$ cat src/rtl/prog_pkg.sv
package prog_pkg;

    localparam int R_W    = 6;
    localparam int M_W    = 9;
    localparam int A_W    = 4;
    localparam int PD_W   = 8;
    localparam int ENH_W  = 8;
    localparam int HI_W   = 2;
    localparam int R_LO_W = R_W - HI_W;
    localparam int M_LO_W = M_W - HI_W;
    localparam int WORD_W = A_W + R_LO_W + M_LO_W + 1 + 2 * HI_W;
    localparam int RL_POS = A_W;
    localparam int ML_POS = RL_POS + R_LO_W;
    localparam int PRE_POS = ML_POS + M_LO_W;
    localparam int UP_W   = 2 * HI_W;

    // strobe vector positions
    localparam int S_CLK = 0;
    localparam int S_SWR = 1;
    localparam int S_EWR = 2;
    localparam int S_M1  = 3;
    localparam int S_M2  = 4;
    localparam int S_AW  = 5;
    localparam int S_HOP = 6;
    localparam int NSTB  = 7;

    // option register bit positions
    localparam int E_PDN  = 3;
    localparam int E_LOAD = 4;
    localparam int E_MSEL = 5;
    localparam int E_PRES = 6;
    localparam int E_MOFF = 7;

    typedef enum logic [1:0] {
        MODE_PAR = 2'd0,
        MODE_SER = 2'd1,
        MODE_DIR = 2'd2
    } mode_e;

    typedef struct packed {
        logic [R_W-1:0] r;
        logic [M_W-1:0] m;
        logic [A_W-1:0] a;
        logic           pre;
    } cnt_t;

    typedef struct packed {
        logic [WORD_W-1:0] prim;
        logic [WORD_W-1:0] sec;
        logic [ENH_W-1:0]  esr;
        logic [ENH_W-1:0]  ehold;
        logic [NSTB-1:0]   prev;
    } regs_t;

    typedef struct packed {
        cnt_t       cnt;
        logic       pdn;
        logic       load;
        logic       moff;
        logic [1:0] dsel;
    } outs_t;

    function automatic cnt_t unpack_word(input logic [WORD_W-1:0] w);
        cnt_t c;
        c.a   = w[A_W-1:0];
        c.r   = {w[WORD_W-1 -: HI_W], w[RL_POS +: R_LO_W]};
        c.m   = {w[WORD_W-1-HI_W -: HI_W], w[ML_POS +: M_LO_W]};
        c.pre = w[PRE_POS];
        return c;
    endfunction

endpackage

$ cat src/rtl/prog_sync.sv
module prog_sync #(
    parameter int N      = 8,
    parameter int STAGES = 2
) (
    input  logic         clk,
    input  logic         rst_n,
    input  logic [N-1:0] din,
    output logic [N-1:0] dout
);

    for (genvar i = 0; i < N; i++) begin : g_bit
        logic [STAGES-1:0] sh_d, sh_q;

        always_comb begin
            sh_d = {sh_q[STAGES-2:0], din[i]};
        end

        always_ff @(posedge clk or negedge rst_n) begin
            if (!rst_n) sh_q <= '0;
            else        sh_q <= sh_d;
        end

        assign dout[i] = sh_q[STAGES-1];
    end

endmodule

$ cat src/rtl/prog_regs.sv
module prog_regs
    import prog_pkg::*;
(
    input  logic              clk,
    input  logic              rst_n,
    input  mode_e             mode,
    input  logic [NSTB-1:0]   stb,
    input  logic              sdat,
    input  logic [PD_W-1:0]   pd,
    output logic [WORD_W-1:0] prim,
    output logic [WORD_W-1:0] sec,
    output logic [ENH_W-1:0]  ehold
);

    regs_t           q, d;
    logic [NSTB-1:0] rise, fall;
    logic            ser, par, xfer, shift_en, prim_wr, hold_wr;

    always_comb begin
        rise     = stb & ~q.prev;
        fall     = ~stb & q.prev;
        ser      = (mode == MODE_SER);
        par      = (mode == MODE_PAR);
        xfer     = ((ser || par) && rise[S_HOP]) || (ser && rise[S_SWR]);
        shift_en = ser && rise[S_CLK] && !stb[S_SWR];
        prim_wr  = (shift_en && !stb[S_EWR]) ||
                   (par && (rise[S_M1] || rise[S_M2] || rise[S_AW]));
        hold_wr  = (ser && fall[S_EWR]) || (par && rise[S_EWR]);

        d      = q;
        d.prev = stb;

        // transfer reads the register value, so a same-cycle write is not seen
        if (xfer) d.sec = q.prim;

        if (shift_en) begin
            if (stb[S_EWR]) d.esr  = {q.esr[ENH_W-2:0], sdat};
            else            d.prim = {q.prim[WORD_W-2:0], sdat};
        end

        if (par) begin
            if (rise[S_M2]) d.prim[WORD_W-1 -: UP_W] = pd[UP_W-1:0];
            if (rise[S_M1]) d.prim[PRE_POS -: PD_W]  = pd;
            if (rise[S_AW]) d.prim[PD_W-1:0]         = pd;
        end

        if (hold_wr) d.ehold = ser ? q.esr : pd;
    end

    always_ff @(posedge clk or negedge rst_n) begin
        if (!rst_n) q <= '0;
        else        q <= d;
    end

    assign prim  = q.prim;
    assign sec   = q.sec;
    assign ehold = q.ehold;

    a_r5_sec_on_xfer: assert property (@(posedge clk) disable iff (!rst_n)
        !$stable(q.sec) |-> $past(xfer));

    a_r4_prim_on_write: assert property (@(posedge clk) disable iff (!rst_n)
        !$stable(q.prim) |-> $past(prim_wr));

    a_r7_hold_on_capture: assert property (@(posedge clk) disable iff (!rst_n)
        !$stable(q.ehold) |-> $past(hold_wr));

    a_r11_single_pulse: assert property (@(posedge clk) disable iff (!rst_n)
        (|rise) |=> ((rise & $past(rise)) == '0));

endmodule

$ cat src/rtl/prog_enh_dec.sv
module prog_enh_dec
    import prog_pkg::*;
(
    input  logic [ENH_W-1:0] ehold,
    input  logic             enh_n,
    output logic             pdn,
    output logic             load,
    output logic             moff,
    output logic [1:0]       dsel
);

    logic unused_rsv;
    assign unused_rsv = ^ehold[E_PDN-1:0];

    always_comb begin
        pdn  = !enh_n && ehold[E_PDN];
        load = !enh_n && ehold[E_LOAD];
        moff = !enh_n && ehold[E_MOFF];
        dsel = 2'b00;
        if (!enh_n) begin
            if (ehold[E_MSEL])      dsel = 2'b01;
            else if (ehold[E_PRES]) dsel = 2'b10;
        end
    end

endmodule

$ cat src/rtl/synth_prog_if.sv
module synth_prog_if
    import prog_pkg::*;
(
    input  logic                 clk,
    input  logic                 rst_n,
    input  logic                 mode_direct,
    input  logic                 mode_serial,
    input  logic                 ser_clk,
    input  logic                 ser_dat,
    input  logic                 ser_wr,
    input  logic                 enh_wr,
    input  logic [PD_W-1:0]      par_d,
    input  logic                 par_wr_m1,
    input  logic                 par_wr_m2,
    input  logic                 par_wr_ra,
    input  logic                 hop_wr,
    input  logic                 fsel_ser,
    input  logic                 fsel_par,
    input  logic                 enh_n,
    input  logic [R_LO_W-1:0]    dir_r,
    input  logic [M_LO_W-1:0]    dir_m,
    input  logic [A_W-1:0]       dir_a,
    input  logic                 dir_pre_en,
    output logic [R_W-1:0]       cnt_r,
    output logic [M_W-1:0]       cnt_m,
    output logic [A_W-1:0]       cnt_a,
    output logic                 cnt_pre_en,
    output logic                 pwr_down,
    output logic                 imm_load,
    output logic                 mon_off,
    output logic [1:0]           dout_sel
);

    localparam int DIR_W  = R_LO_W + M_LO_W + A_W + 1;
    localparam int CTL_W  = 5;
    localparam int SYNC_W = NSTB + 1 + PD_W + CTL_W + DIR_W;

    logic [SYNC_W-1:0] sync_in, sync_out;
    logic [NSTB-1:0]   s_stb;
    logic              s_sdat, s_bm, s_sm, s_fs, s_fp, s_enh_n, s_dpre;
    logic [PD_W-1:0]   s_pd;
    logic [R_LO_W-1:0] s_dr;
    logic [M_LO_W-1:0] s_dm;
    logic [A_W-1:0]    s_da;

    assign sync_in = {dir_pre_en, dir_a, dir_m, dir_r,
                      enh_n, fsel_par, fsel_ser, mode_serial, mode_direct,
                      par_d, ser_dat,
                      hop_wr, par_wr_ra, par_wr_m2, par_wr_m1, enh_wr, ser_wr, ser_clk};

    prog_sync #(.N(SYNC_W), .STAGES(2)) u_sync (
        .clk  (clk),
        .rst_n(rst_n),
        .din  (sync_in),
        .dout (sync_out)
    );

    assign {s_dpre, s_da, s_dm, s_dr,
            s_enh_n, s_fp, s_fs, s_sm, s_bm,
            s_pd, s_sdat, s_stb} = sync_out;

    mode_e             mode;
    logic [WORD_W-1:0] prim, sec;
    logic [ENH_W-1:0]  ehold;
    logic              e_pdn, e_load, e_moff;
    logic [1:0]        e_dsel;

    assign mode = s_bm ? MODE_DIR : (s_sm ? MODE_SER : MODE_PAR);

    prog_regs u_regs (
        .clk  (clk),
        .rst_n(rst_n),
        .mode (mode),
        .stb  (s_stb),
        .sdat (s_sdat),
        .pd   (s_pd),
        .prim (prim),
        .sec  (sec),
        .ehold(ehold)
    );

    prog_enh_dec u_dec (
        .ehold(ehold),
        .enh_n(s_enh_n),
        .pdn  (e_pdn),
        .load (e_load),
        .moff (e_moff),
        .dsel (e_dsel)
    );

    outs_t o_d, o_q;

    always_comb begin
        o_d = '0;
        unique case (mode)
            MODE_DIR: begin
                o_d.cnt.r   = {{HI_W{1'b0}}, s_dr};
                o_d.cnt.m   = {{HI_W{1'b0}}, s_dm};
                o_d.cnt.a   = s_da;
                o_d.cnt.pre = s_dpre;
            end
            MODE_SER: o_d.cnt = unpack_word(s_fs ? prim : sec);
            default:  o_d.cnt = unpack_word(s_fp ? prim : sec);
        endcase
        o_d.pdn  = e_pdn;
        o_d.load = e_load;
        o_d.moff = e_moff;
        o_d.dsel = e_dsel;
    end

    always_ff @(posedge clk or negedge rst_n) begin
        if (!rst_n) o_q <= '0;
        else        o_q <= o_d;
    end

    assign cnt_r      = o_q.cnt.r;
    assign cnt_m      = o_q.cnt.m;
    assign cnt_a      = o_q.cnt.a;
    assign cnt_pre_en = o_q.cnt.pre;
    assign pwr_down   = o_q.pdn;
    assign imm_load   = o_q.load;
    assign mon_off    = o_q.moff;
    assign dout_sel   = o_q.dsel;

    a_r1_direct_upper_zero: assert property (@(posedge clk) disable iff (!rst_n)
        (mode == MODE_DIR) |=> (cnt_r[R_W-1 -: HI_W] == '0 && cnt_m[M_W-1 -: HI_W] == '0));

    a_r9_enh_gated: assert property (@(posedge clk) disable iff (!rst_n)
        s_enh_n |=> (!pwr_down && !imm_load && !mon_off && dout_sel == 2'b00));

    a_r10_dout_code: assert property (@(posedge clk) disable iff (!rst_n)
        dout_sel != 2'b11);

endmodule

$ cat config.mk
export PLATFORM = sky130hd
export DESIGN_NAME = synth_prog_if
export DESIGN_NICKNAME = d
export VERILOG_FILES = /design/src/rtl/prog_pkg.sv /design/src/rtl/prog_sync.sv /design/src/rtl/prog_regs.sv /design/src/rtl/prog_enh_dec.sv /design/src/rtl/synth_prog_if.sv
export SDC_FILE = /design/constraint.sdc
export NUM_CORES = 1
export LEC_CHECK = 0
export BUFFER_PORTS_ARGS = -buffer_cell sky130_fd_sc_hd__buf_2
export CAP_MARGIN = 5
export CORE_MARGIN = 5
export CORE_UTILIZATION = 62
export CTS_CLUSTER_SIZE = 28
export DETAILED_ROUTE_END_ITERATION = 8
export GPL_TIMING_DRIVEN = 0
export PLACE_DENSITY = 0.83
export SLEW_MARGIN = 20
export SYNTH_ARGS = -nofsm -noshare
export SYNTH_HDL_FRONTEND = slang
export SYNTH_SLANG_ARGS = --single-unit
$ cat constraint.sdc
create_clock -name clk -period 2.6 [get_ports clk]
set_clock_uncertainty 0.2 [all_clocks]
set_input_delay 0.52 -clock clk [delete_from_list [all_inputs] [get_ports clk]]
set_output_delay 0.52 -clock clk [all_outputs]
set_load 0.01 [all_outputs]
==> key figures, run 1 <==
Yosys
  – Yosys top cell by area: dfrtp_1
  – Post-synthesis cell type count: 30
  – Synth Cell Area: 5660 sq um
  – Post-synthesis sequential area ratio: 0.703
  – Synth Warn #: 0
  – Post-Syn Area per Cell: 14.6 sq um
  – Top cells by area, synth: dfrtp_1 70%, mux2_2 8.6%, o211ai_1 4.2%, a22oi_1 2.9%, o21ai_0 1.8%
  – Yosys top cell area share: 0.703
  – Syn nets: 426
  – Post-Syn Instances: 387
  – #FFs+latches synth: 159

Die
  – Initial Util: 0.642
  – Num rows: 34
  – Io pins: 64
  – Chip height: 106 um
  – Core area: 8810 sq um
  – Chip width: 106 um
  – Die area: 11100 sq um

Critical path
  – Crit path required time: ~2.8 ns
  – Flop-to-flop setup slack: 0.61 ns
  – CP max stage delay: 0.47 ns
  – RR Startpoint: u_sync.g_bit[16].sh_q[1]
  – Crit Reg-Reg Endpoint: cnt_a[3]
  – Critical path launch point type: register
  – Worst Setup EP: cnt_a[3]
  – FF-to-FF path depth: 5
  – Critical path class: reg -> reg
  – Crit-path slowest cell: clkbuf_1
  – Worst Setup SP: u_sync.g_bit[16].sh_q[1]
  – Crit path cell chain: buf_4 -> buf_2 -> clkbuf_1 -> a22oi_1 -> o21ai_0
  – Maximum fanout along the worst path: 10
  – Worst Path Arrival: 2.21 ns
  – CP Capture Type: register

CTS
  – CTS max path bufs: 2
  – Setup bufs post-CTS: 0
  – CTS HTree Levels: 4
  – CTS tree: done
  – Clk Latency, worst-skew pair: 0.52 ns
  – # clock sinks: 159
  – Inserted Clock Buffers: 17
  – Cts repair resizes: 0
  – Clock root buffer: clkbuf_8
  – Clock slew seen by the registers of the worst setup and hold paths: 0.06 ns

Timing
  – Fin worst setup slack: 0.610 ns
  – Period minus WS final: 1.99 ns
  – Final Max Tran Viols: 0
  – Achievable Freq: 503 MHz
  – Final hold violation count: 0
  – Tcrit/Tclk final: 0.765
  – Tightest Pin Transition: 0.536 ns
  – Max-slew headroom: 0.642
  – RSZ-0062 raised after global routing: false
  – Final setup vio count: 0
  – Post-route setup TNS: 0 ns

GRT
  – Met1 GRT Util: 0.293
  – Top Usage Layer GRT: met2
  – Largest net degree at the start of global routing: 87
  – Vias in the first global route: 3794
  – First-pass GRT wire length: 19.9 mm
  – Met2 Use GR: 0.393
  – Initial antenna violation count: 0
  – Total Routing Usage GR: 0.232
  – Met3 usage: 0.0538
  – Grt total ovfl: 0

Hold path
  – Hold Path Class: reg -> reg
  – HP Start: u_sync.g_bit[36].sh_q[0]

Placed design
  – GP Congestion: 0.875
  – Pre-CTS setup slack: 0.699 ns
  – IO buf count: 63
  – Post-DP HPWL: between 6 and 7 mm

Routing
  – Final wirelength: 12.0 mm
  – Initial drt markers: 248
  – Wirelength per Cell: roughly 19 um
  – DRC violations left: 0
  – Routed Antenna Nets: 0
  – Vias post-DR: 3614
  – Vias per cell: ~5.8
  – Initial DRT Pass Iterations: 5

Pwr
  – P per Cell Area: ~850 nW/um^2
  – Leak Pwr: 0.00322 uW
  – Maximum VDD drop: approximately 0.47 mV

Job
  – Max Cap Viol: 0

Finish
  – Layout cells sized above 1: 0.308
  – Most frequent cells in the layout: 159 x dfrtp_1, 73 x buf_2, 43 x mux2_2
  – Area delta synth->final: 25.1%
  – ANT cells: 0
  – Commonest non-fill, non-tap cell in the layout: dfrtp_1
  – Nets@finish: between 500 and 600

Outcome
  – Outcome: finished, final reports clean
## through the flow
stage | instance area (sq um) | total power (uW) | hold slack (ns) | utilization | std cells
after floorplan | 5660 | 3400 | 0.0244 | - | 387
after global placement | 6110 | 3630 | 0.131 | 0.694 | 558
after detailed placement | 6140 | 3680 | 0.135 | 0.698 | 559
after CTS | 7080 | 6040 | 0.147 | 0.803 | 628
after global routing | 7080 | 6280 | 0.156 | 0.803 | 628
final | 7080 | 6010 | 0.147 | 0.803 | 628
## worst max-delay path: cells and delay by family, from the launching register on
kind / cells / cell delay (ns)
compound gates: 2 / 0.33
buf+inv: 3 / 0.98
flops: 1 / 0.37
## layout make-up
type / count / area, sq um
clock buffers: 18 / 418
multi-input cells: 192 / 1510
flip-flops and latches: 159 / 3980
inverters: 15 / 56.3
plain buffers: 21 / 111
fillers: 490 / 1730
repair buffers: 102 / 733
well taps: 108 / 135
clock inverters: 13 / 133
## registers in the layout, summed over array words and instances, names as in the netlist
signal             count
dout_sel               2
mon_off                1
u_regs.sec            20
cnt_a                  4
u_regs.q              15
cnt_r                  6
u_sync.g_bit.sh_q     74
u_regs.ehold           5
cnt_m                  9
pwr_down               1
u_regs.prim           20
imm_load               1
cnt_pre_en             1
## per-layer routing
metal,wire length (um),up-vias
met5,0,-
met4,131,0
met2,6390,150
met1,4780,1831
met3,650,15
li1,-,1618
## synthesized netlist by cell type, drive strengths merged
cell type    n
dfrtp      159
mux2        43
o211ai      32
nand2       23
a22oi       22
o21ai       20
buf         15
inv         15
mux2i        9
nor2         9
a21oi        6
clkbuf       6
nor2b        6
a41oi        4
nand3b       3
nor4b        3
or4b         3
nand2b       2
nand3        2
and3b        1
nor3         1
nor3b        1
or3          1
or3b         1
## report_power, final
part | switching, uW | internal, uW | total [uW] | leakage, uW
clock | 1010 | 1290 | 2300 | 0.000262
sequential | 229 | 2800 | 3030 | 0.00193
combinational | 321 | 362 | 683 | 0.00103
## worst min path at each step
stage / endpoint / depth (start not counted) / slack (ns)
final: u_sync.g_bit[36].sh_q[1] / 0 / 0.15
after global routing: u_sync.g_bit[6].sh_q[1] / 0 / 0.16
after CTS: u_sync.g_bit[36].sh_q[1] / 0 / 0.15
after detailed placement: u_sync.g_bit[17].sh_q[1] / 0 / 0.13
after global placement: u_sync.g_bit[20].sh_q[1] / 0 / 0.13
after floorplan: cnt_a[0] / 0 / 0.02
## logic make-up after synthesis
kind of cell           count (synthesis)  synth area share
muxes                                 52             0.102
and+or+nand+nor                       56            0.0626
AOI/OAI and AO/OA                     84             0.103
buffers and inverters                 36            0.0296
DFF                                  159             0.703
## timing repair
action | CTS | global route
hold buffers | 38 | 0
endpoints found under the hold margin | 110 | 0
setup endpoints to repair | 0 | 0
No activity file was read; power rests on OpenSTA's default activity.
==> run 2: changes to the inputs <==
--- a/config.mk
+++ b/config.mk
@@ -8,11 +8,11 @@
 export BUFFER_PORTS_ARGS = -buffer_cell sky130_fd_sc_hd__buf_2
 export CAP_MARGIN = 5
 export CORE_MARGIN = 5
-export CORE_UTILIZATION = 62
+export CORE_UTILIZATION = 57
 export CTS_CLUSTER_SIZE = 28
 export DETAILED_ROUTE_END_ITERATION = 8
 export GPL_TIMING_DRIVEN = 0
-export PLACE_DENSITY = 0.83
+export PLACE_DENSITY = 0.77
 export SLEW_MARGIN = 20
 export SYNTH_ARGS = -nofsm -noshare
 export SYNTH_HDL_FRONTEND = slang
==> constraint.sdc (replaced) <==
create_clock -name clk -period 2 [get_ports clk]
set_clock_uncertainty 0.2 [all_clocks]
set_input_delay 0.4 -clock clk [delete_from_list [all_inputs] [get_ports clk]]
set_output_delay 0.4 -clock clk [all_outputs]
set_load 0.01 [all_outputs]
==> run 2 against run 1 <==
Fmax increased by 6.4%. Clock power increased by 39%. Utilization decreased by 6.8 points. Cell count increased by 4.0%. Worst hold slack improved by 0.00053 ns. Critical endpoint unchanged. Die area increased by 7.9%. Critical path depth unchanged. Sequential share of layout area decreased by 0.61 points. Via count decreased by 4.4%. Largest power group unchanged. Highest routed layer unchanged. Sequential cell count unchanged.
==> key figures, run 2 (same netlist as run 1, synthesis figures left out) <==
CTS
  – CTS HTree Levels: 4 (unchanged)
  – CTS max path bufs: 2 (unchanged)
  – Clock slew seen by the registers of the worst setup and hold paths: 0.06 ns (about the same)
  – Inserted Clock Buffers: 17 (unchanged)
  – CTS tree: done
  – Clock root buffer: clkbuf_8
  – Clk Latency, worst-skew pair: 0.53 ns (about the same)
  – Setup bufs post-CTS: 0 (unchanged)
  – # clock sinks: 159 (unchanged)

Outcome
  – Outcome: finished, final reports clean

Die
  – Initial Util: 0.581 (-0.0610)
  – Chip height: 110 um (+3.9%)
  – Num rows: 36 (+5.9%)
  – Io pins: 64 (unchanged)
  – Core area: 9730 sq um (+10%)
  – Die area: 12000 sq um (+7.9%)
  – Chip width: 110 um (+3.9%)

GRT
  – Largest net degree at the start of global routing: 109 (+25%)
  – Initial antenna violation count: 0 (unchanged)
  – Vias in the first global route: 3772 (-0.58%)
  – First-pass GRT wire length: 18.7 mm (-6.1%)
  – Total Routing Usage GR: 0.212 (-0.0196)
  – Grt total ovfl: 0 (unchanged)

Routing
  – Initial drt markers: 228 (-8.1%)
  – DRC violations left: 0 (unchanged)
  – Final wirelength: 11.4 mm (-4.6%)
  – Vias per cell: 5.29 (-8.1%)
  – Initial DRT Pass Iterations: 5 (unchanged)
  – Routed Antenna Nets: 0 (unchanged)
  – Vias post-DR: 3454 (-4.4%)
  – Wirelength per Cell: 17.5 um (-8.3%)

Timing
  – Final hold violation count: 0 (unchanged)
  – Achievable Freq: 535 MHz (+6.4%)
  – Tcrit/Tclk final: 0.935 (+0.170)
  – Period minus WS final: 1.87 ns (-0.119 ns)
  – RSZ-0062 raised after global routing: false
  – Max-slew headroom: 0.646 (+0.00392)
  – Tightest Pin Transition: 0.530 ns (-0.00588 ns)
  – Fin worst setup slack: 0.129 ns (-0.481 ns)
  – Final setup vio count: 0 (unchanged)
  – Final Max Tran Viols: 0 (unchanged)

Pwr
  – Leak Pwr: 0.00325 uW (+0.65%)
  – P per Cell Area: 1120 nW/um^2 (+32%)
  – Maximum VDD drop: 0.826 mV (+78%)

Placed design
  – Post-DP Area: 6180 sq um (+0.51%)
  – Post-DP HPWL: 7.01 mm (+0.65%)
  – Pre-CTS setup slack: 0.103 ns (-0.596 ns)
  – GP Congestion: 0.852 (-2.6%)
  – IO buf count: 63 (unchanged)
  – Placed cell count: 584 (+4.5%)

Critical path
  – Crit path cell chain: mux2_2 -> buf_2 -> buf_4 -> a22oi_1 -> o21ai_0
  – CP Capture Type: register
  – Critical path class: reg -> reg
  – Worst Path Arrival: 2.05 ns (-0.16 ns)
  – Critical path launch point type: register
  – FF-to-FF path depth: 5 (unchanged)
  – Maximum fanout along the worst path: 10 (unchanged)
  – Crit path required time: 2.18 ns (-0.64 ns)
  – Crit-path slowest cell: dfrtp_1
  – CP max stage delay: 0.47 ns (about the same)

Finish
  – Largest Register: u_sync.g_bit.sh_q
  – Most frequent cells in the layout: 159 x dfrtp_1, 72 x buf_2, 43 x mux2_2
  – Nets@finish: 547 (unchanged)
  – Layout cells sized above 1: 0.310 (+0.00192)
  – Post-route cell area: 7150 sq um (+1.1%)
  – Max reg flops: 74 (unchanged)
  – Final non-filler cell total: 653 (+4.0%)
  – Commonest non-fill, non-tap cell in the layout: dfrtp_1
  – Area delta synth->final: 26.5%
  – Final Util: 0.735 (-0.0683)
  – ANT cells: 0 (unchanged)

Hold path
  – Hold depth: 0 (unchanged)
  – Hold Path Class: reg -> reg

Job
  – Max Cap Viol: 0 (unchanged)
-- run 2: report_power, final --
| part | switching [uW] | internal [uW] |
|---|---|---|
| combinational | 407 | 471 |
| clock | 1250 | 1940 |
| sequential | 289 | 3640 |
-- run 2: worst max-delay path, delay by kind of cell (launching register included) --
kind / cells / cell delay [ns]
mux: 1 / 0.33
compound gates: 2 / 0.32
flops: 1 / 0.47
buf+inv: 2 / 0.41
-- run 2: routing by layer --
metal / track usage / wire length, um / share of wire
met3: 0.0523 / 646 / 0.057
met4: 0.117 / 240 / 0.021
met5: 0 / 0 / 0
met2: 0.347 / 5730 / 0.50
met1: 0.259 / 4780 / 0.42
-- run 2: layout make-up --
class | count | area (sq um)
Sequential cell | 159 | 3980
Tap cell | 133 | 166
Buffer | 21 | 115
Timing Repair Buffer | 102 | 733
Clock inverter | 12 | 161
Fill cell | 659 | 2580
Inverter | 15 | 56.3
Multi-Input combinational cell | 192 | 1510
Clock buffer | 19 | 432
-- run 2: worst paths after layout --
check	startpoint	to	slack [ns]
min in group asynchronous	rst_n	u_sync.g_bit[25].sh_q[0]	0.17
worst max register to register	u_sync.g_bit[18].sh_q[1]	cnt_a[3]	0.13
max in group asynchronous	rst_n	u_regs.sec[19]	0.59
worst min register to register	u_sync.g_bit[4].sh_q[0]	u_sync.g_bit[4].sh_q[1]	0.15
worst min-delay path	u_sync.g_bit[4].sh_q[0]	u_sync.g_bit[4].sh_q[1]	0.15
worst max-delay path	u_sync.g_bit[18].sh_q[1]	cnt_a[3]	0.13
-- run 2: timing repair --
item / in CTS / in global routing
endpoints found under the setup margin: 0 / 8
resized for setup: 0 / 3
hold buffers: 38 / 0
endpoints found under the hold margin: 88 / 0
-- run 2: per-stage QoR --
stage          setup TNS, ns  total power [uW]  hold WS (ns)
5_1_grt                    0              8340         0.156
3_3_place_gp         -283.89              4720         0.133
3_5_place_dp               0              4790         0.131
2_1_floorplan              0              4420       -0.0956
4_1_cts                    0              8070         0.149
6_report                   0              7990         0.148
==> run 3: changes to the inputs <==
--- a/config.mk
+++ b/config.mk
@@ -8,11 +8,11 @@
 export BUFFER_PORTS_ARGS = -buffer_cell sky130_fd_sc_hd__buf_2
 export CAP_MARGIN = 5
 export CORE_MARGIN = 5
-export CORE_UTILIZATION = 57
+export CORE_UTILIZATION = 52
 export CTS_CLUSTER_SIZE = 28
 export DETAILED_ROUTE_END_ITERATION = 8
 export GPL_TIMING_DRIVEN = 0
-export PLACE_DENSITY = 0.77
+export PLACE_DENSITY = 0.74
 export SLEW_MARGIN = 20
 export SYNTH_ARGS = -nofsm -noshare
 export SYNTH_HDL_FRONTEND = slang
==> constraint.sdc (replaced) <==
create_clock -name clk -period 1.7 [get_ports clk]
set_clock_uncertainty 0.2 [all_clocks]
set_input_delay 0.34 -clock clk [delete_from_list [all_inputs] [get_ports clk]]
set_output_delay 0.34 -clock clk [all_outputs]
set_load 0.01 [all_outputs]
==> run 3 against run 2 <==
The flow now finishes with violations (setup timing). Utilization is 3.4 points lower. Wire length rose by 3.4%. Sequential cell count unchanged. Critical path depth stayed put. Highest routed layer unchanged.
==> key figures, run 3 (same netlist as run 1, synthesis figures left out) <==
Outcome
  – Outcome: finished, violations left
  – Violated checks: setup timing

Timing
  – Tcrit/Tclk final: 1.06 (+0.125)
  – RSZ-0062 raised after global routing: true
  – Period minus WS final: 1.80 ns (-0.0685 ns)
  – Final Max Tran Viols: 0 (unchanged)
  – Smallest hold slack: 0.141 ns (-0.00689 ns)
  – Tightest Pin Transition: 0.506 ns (-0.0247 ns)
  – Final hold violation count: 0 (unchanged)
  – Achievable Freq: 555 MHz (+3.8%)
  – Max-slew headroom: 0.663 (+0.0165)
  – Final setup vio count: 26 (+26)
  – Fin worst setup slack: -0.102 ns (-0.231 ns)

Critical path
  – Worst Path Arrival: 2.02 ns (-0.03 ns)
  – RR Startpoint: u_sync.g_bit[17].sh_q[1]
  – Flop-to-flop setup slack: -0.10 ns (-0.23 ns)
  – Crit-path slowest cell: dfrtp_1
  – FF-to-FF path depth: 5 (unchanged)
  – Crit path required time: 1.92 ns (-0.26 ns)
  – CP Capture Type: register
  – Maximum fanout along the worst path: 8 (-2)
  – Crit Reg-Reg Endpoint: u_regs.ehold[5]
  – Crit path cell chain: buf_6 -> or3b_4 -> a21oi_4 -> buf_12 -> mux2_4
  – CP max stage delay: 0.39 ns (-0.08 ns)
  – Critical path launch point type: register
  – Critical path class: reg -> reg

CTS
  – Inserted Clock Buffers: 17 (unchanged)
  – Clk Latency, worst-skew pair: 0.53 ns (about the same)
  – Clock slew seen by the registers of the worst setup and hold paths: 0.06 ns (about the same)
  – CTS HTree Levels: 4 (unchanged)
  – Clock root buffer: clkbuf_8
  – CTS tree: done
  – # clock sinks: 159 (unchanged)
  – CTS max path bufs: 2 (unchanged)

GRT
  – Total Routing Usage GR: 0.193 (-0.0186)
  – Largest net degree at the start of global routing: 94 (-14%)
  – Vias in the first global route: 3628 (-3.8%)
  – Grt total ovfl: 0 (unchanged)
  – First-pass GRT wire length: 18.8 mm (+0.85%)
  – Initial antenna violation count: 0 (unchanged)

Finish
  – Final non-filler cell total: 674 (+3.2%)
  – Max reg flops: 74 (unchanged)
  – Layout cells sized above 1: 0.356 (+0.0462)
  – Nets@finish: 560 (+2.4%)
  – Most frequent cells in the layout: 159 x dfrtp_1, 64 x buf_2, 38 x dlygate4sd3_1
  – ANT cells: 0 (unchanged)
  – Area delta synth->final: 33.3%
  – Largest Register: u_sync.g_bit.sh_q
  – Commonest non-fill, non-tap cell in the layout: dfrtp_1
  – Fillcell total: 738 (+12%)

Die
  – Chip height: 114 um (+4.3%)
  – Die area: 13100 sq um (+8.7%)
  – Chip width: 114 um (+4.3%)
  – Initial Util: 0.526 (-0.0550)
  – Io pins: 64 (unchanged)
  – Num rows: 38 (+5.6%)
  – Core area: 10700 sq um (+10%)

Placed design
  – Placed cell count: 591 (+1.2%)
  – Post-DP HPWL: 7.23 mm (+3.1%)
  – IO buf count: 63 (unchanged)
  – GP Congestion: 0.841 (-1.3%)

Routing
  – DRC violations left: 0 (unchanged)
  – Final wirelength: 11.8 mm (+3.4%)
  – Vias post-DR: 3530 (+2.2%)
  – Initial DRT Pass Iterations: 4 (-1)
  – Routed Antenna Nets: 0 (unchanged)
  – Wirelength per Cell: 17.5 um (+0.20%)
  – Vias per cell: 5.24 (-0.98%)
  – Initial drt markers: 260 (+14%)

Pwr
  – Comb power frac: 0.124 (+0.014)
  – Internal power: 7330 uW (+21%)
  – Clk pwr share: 0.396 (-0.003)
  – Sw Pwr: 2350 uW (+20%)
  – P per Cell Area: 1280 nW/um^2 (+15%)
  – Leak Pwr: 0.00345 uW (+6.2%)
  – Sw frac: 0.242 (-0.00126)
  – Maximum VDD drop: 0.869 mV (+5.2%)
  – Seq pwr share: 0.479 (-0.012)

Hold path
  – Hold Path Class: in -> async

Job
  – Max Cap Viol: 0 (unchanged)
==> run 3: metal layers <==
metal,wire length (um),GRT usage
met1,5000,0.250
met2,5990,0.299
met3,507,0.0566
met4,289,0.0982
met5,0,0
==> run 3: timing repair <==
action | CTS | global route
gates resized for setup | 38 | 42
cloned | 1 | 1
hold endpoints to repair | 103 | 0
pin swaps | 10 | 3
setup endpoints to repair | 65 | 50
hold buffers | 38 | 0
buffers inserted | 5 | 8
==> run 3: worst max-delay path by stage <==
| stage | start | to | slack [ns] | depth (start not counted) |
|---|---|---|---|---|
| after floorplan | u_sync.g_bit[17].sh_q[1] | u_regs.ehold[3] | -0.04 | 4 |
| after detailed placement | u_sync.g_bit[16].sh_q[1] | cnt_r[3] | -0.27 | 5 |
| final | u_sync.g_bit[17].sh_q[1] | u_regs.ehold[5] | -0.10 | 5 |
| after global placement | rst_n | imm_load | -2.07 | 1 |
| after global routing | u_sync.g_bit[17].sh_q[1] | u_regs.ehold[5] | -0.14 | 5 |
| after CTS | u_sync.g_bit[17].sh_q[1] | u_regs.ehold[5] | -0.17 | 4 |
==> run 3: worst max-delay path: cells and delay by family, from the launching register on <==
family,cells,cell delay [ns]
flops,1,0.39
simple gates,1,0.38
mux,1,0.29
buf+inv,2,0.27
compound gates,1,0.15
==> run 3: power by group through the flow <==
stage | clock network [uW] | registers, uW | logic [uW]
floorplan | 0 | 4610 | 587
global placement | 0 | 4640 | 919
detailed placement | 0 | 4670 | 961
CTS | 3930 | 4610 | 1080
global route | 4100 | 4700 | 1320
finish | 3840 | 4640 | 1200
==> run 3: per-stage QoR <==
stage	total power, uW	area, sq um	setup TNS (ns)	utilization	setup WS, ns
after floorplan	5200	5660	-0.202	-	-0.0404
after global placement	5560	6150	-334.23	0.572	-2.07
after global routing	10100	7540	-3.24	0.702	-0.143
after detailed placement	5640	6180	-7.69	0.576	-0.268
final	9680	7540	-1.24	0.702	-0.102
after CTS	9620	7330	-1.44	0.682	-0.172
==> run 3: cell type report <==
class | count | area [sq um] | area share
tap | 140 | 175 | 0.0232
buffer | 19 | 178 | 0.0236
timing repair buffer | 117 | 873 | 0.116
clock inverter | 12 | 159 | 0.0211
clock buffer | 20 | 455 | 0.0604
sequential | 159 | 3980 | 0.528
multi-input combinational | 192 | 1660 | 0.221
inverter | 15 | 56.3 | 0.00747
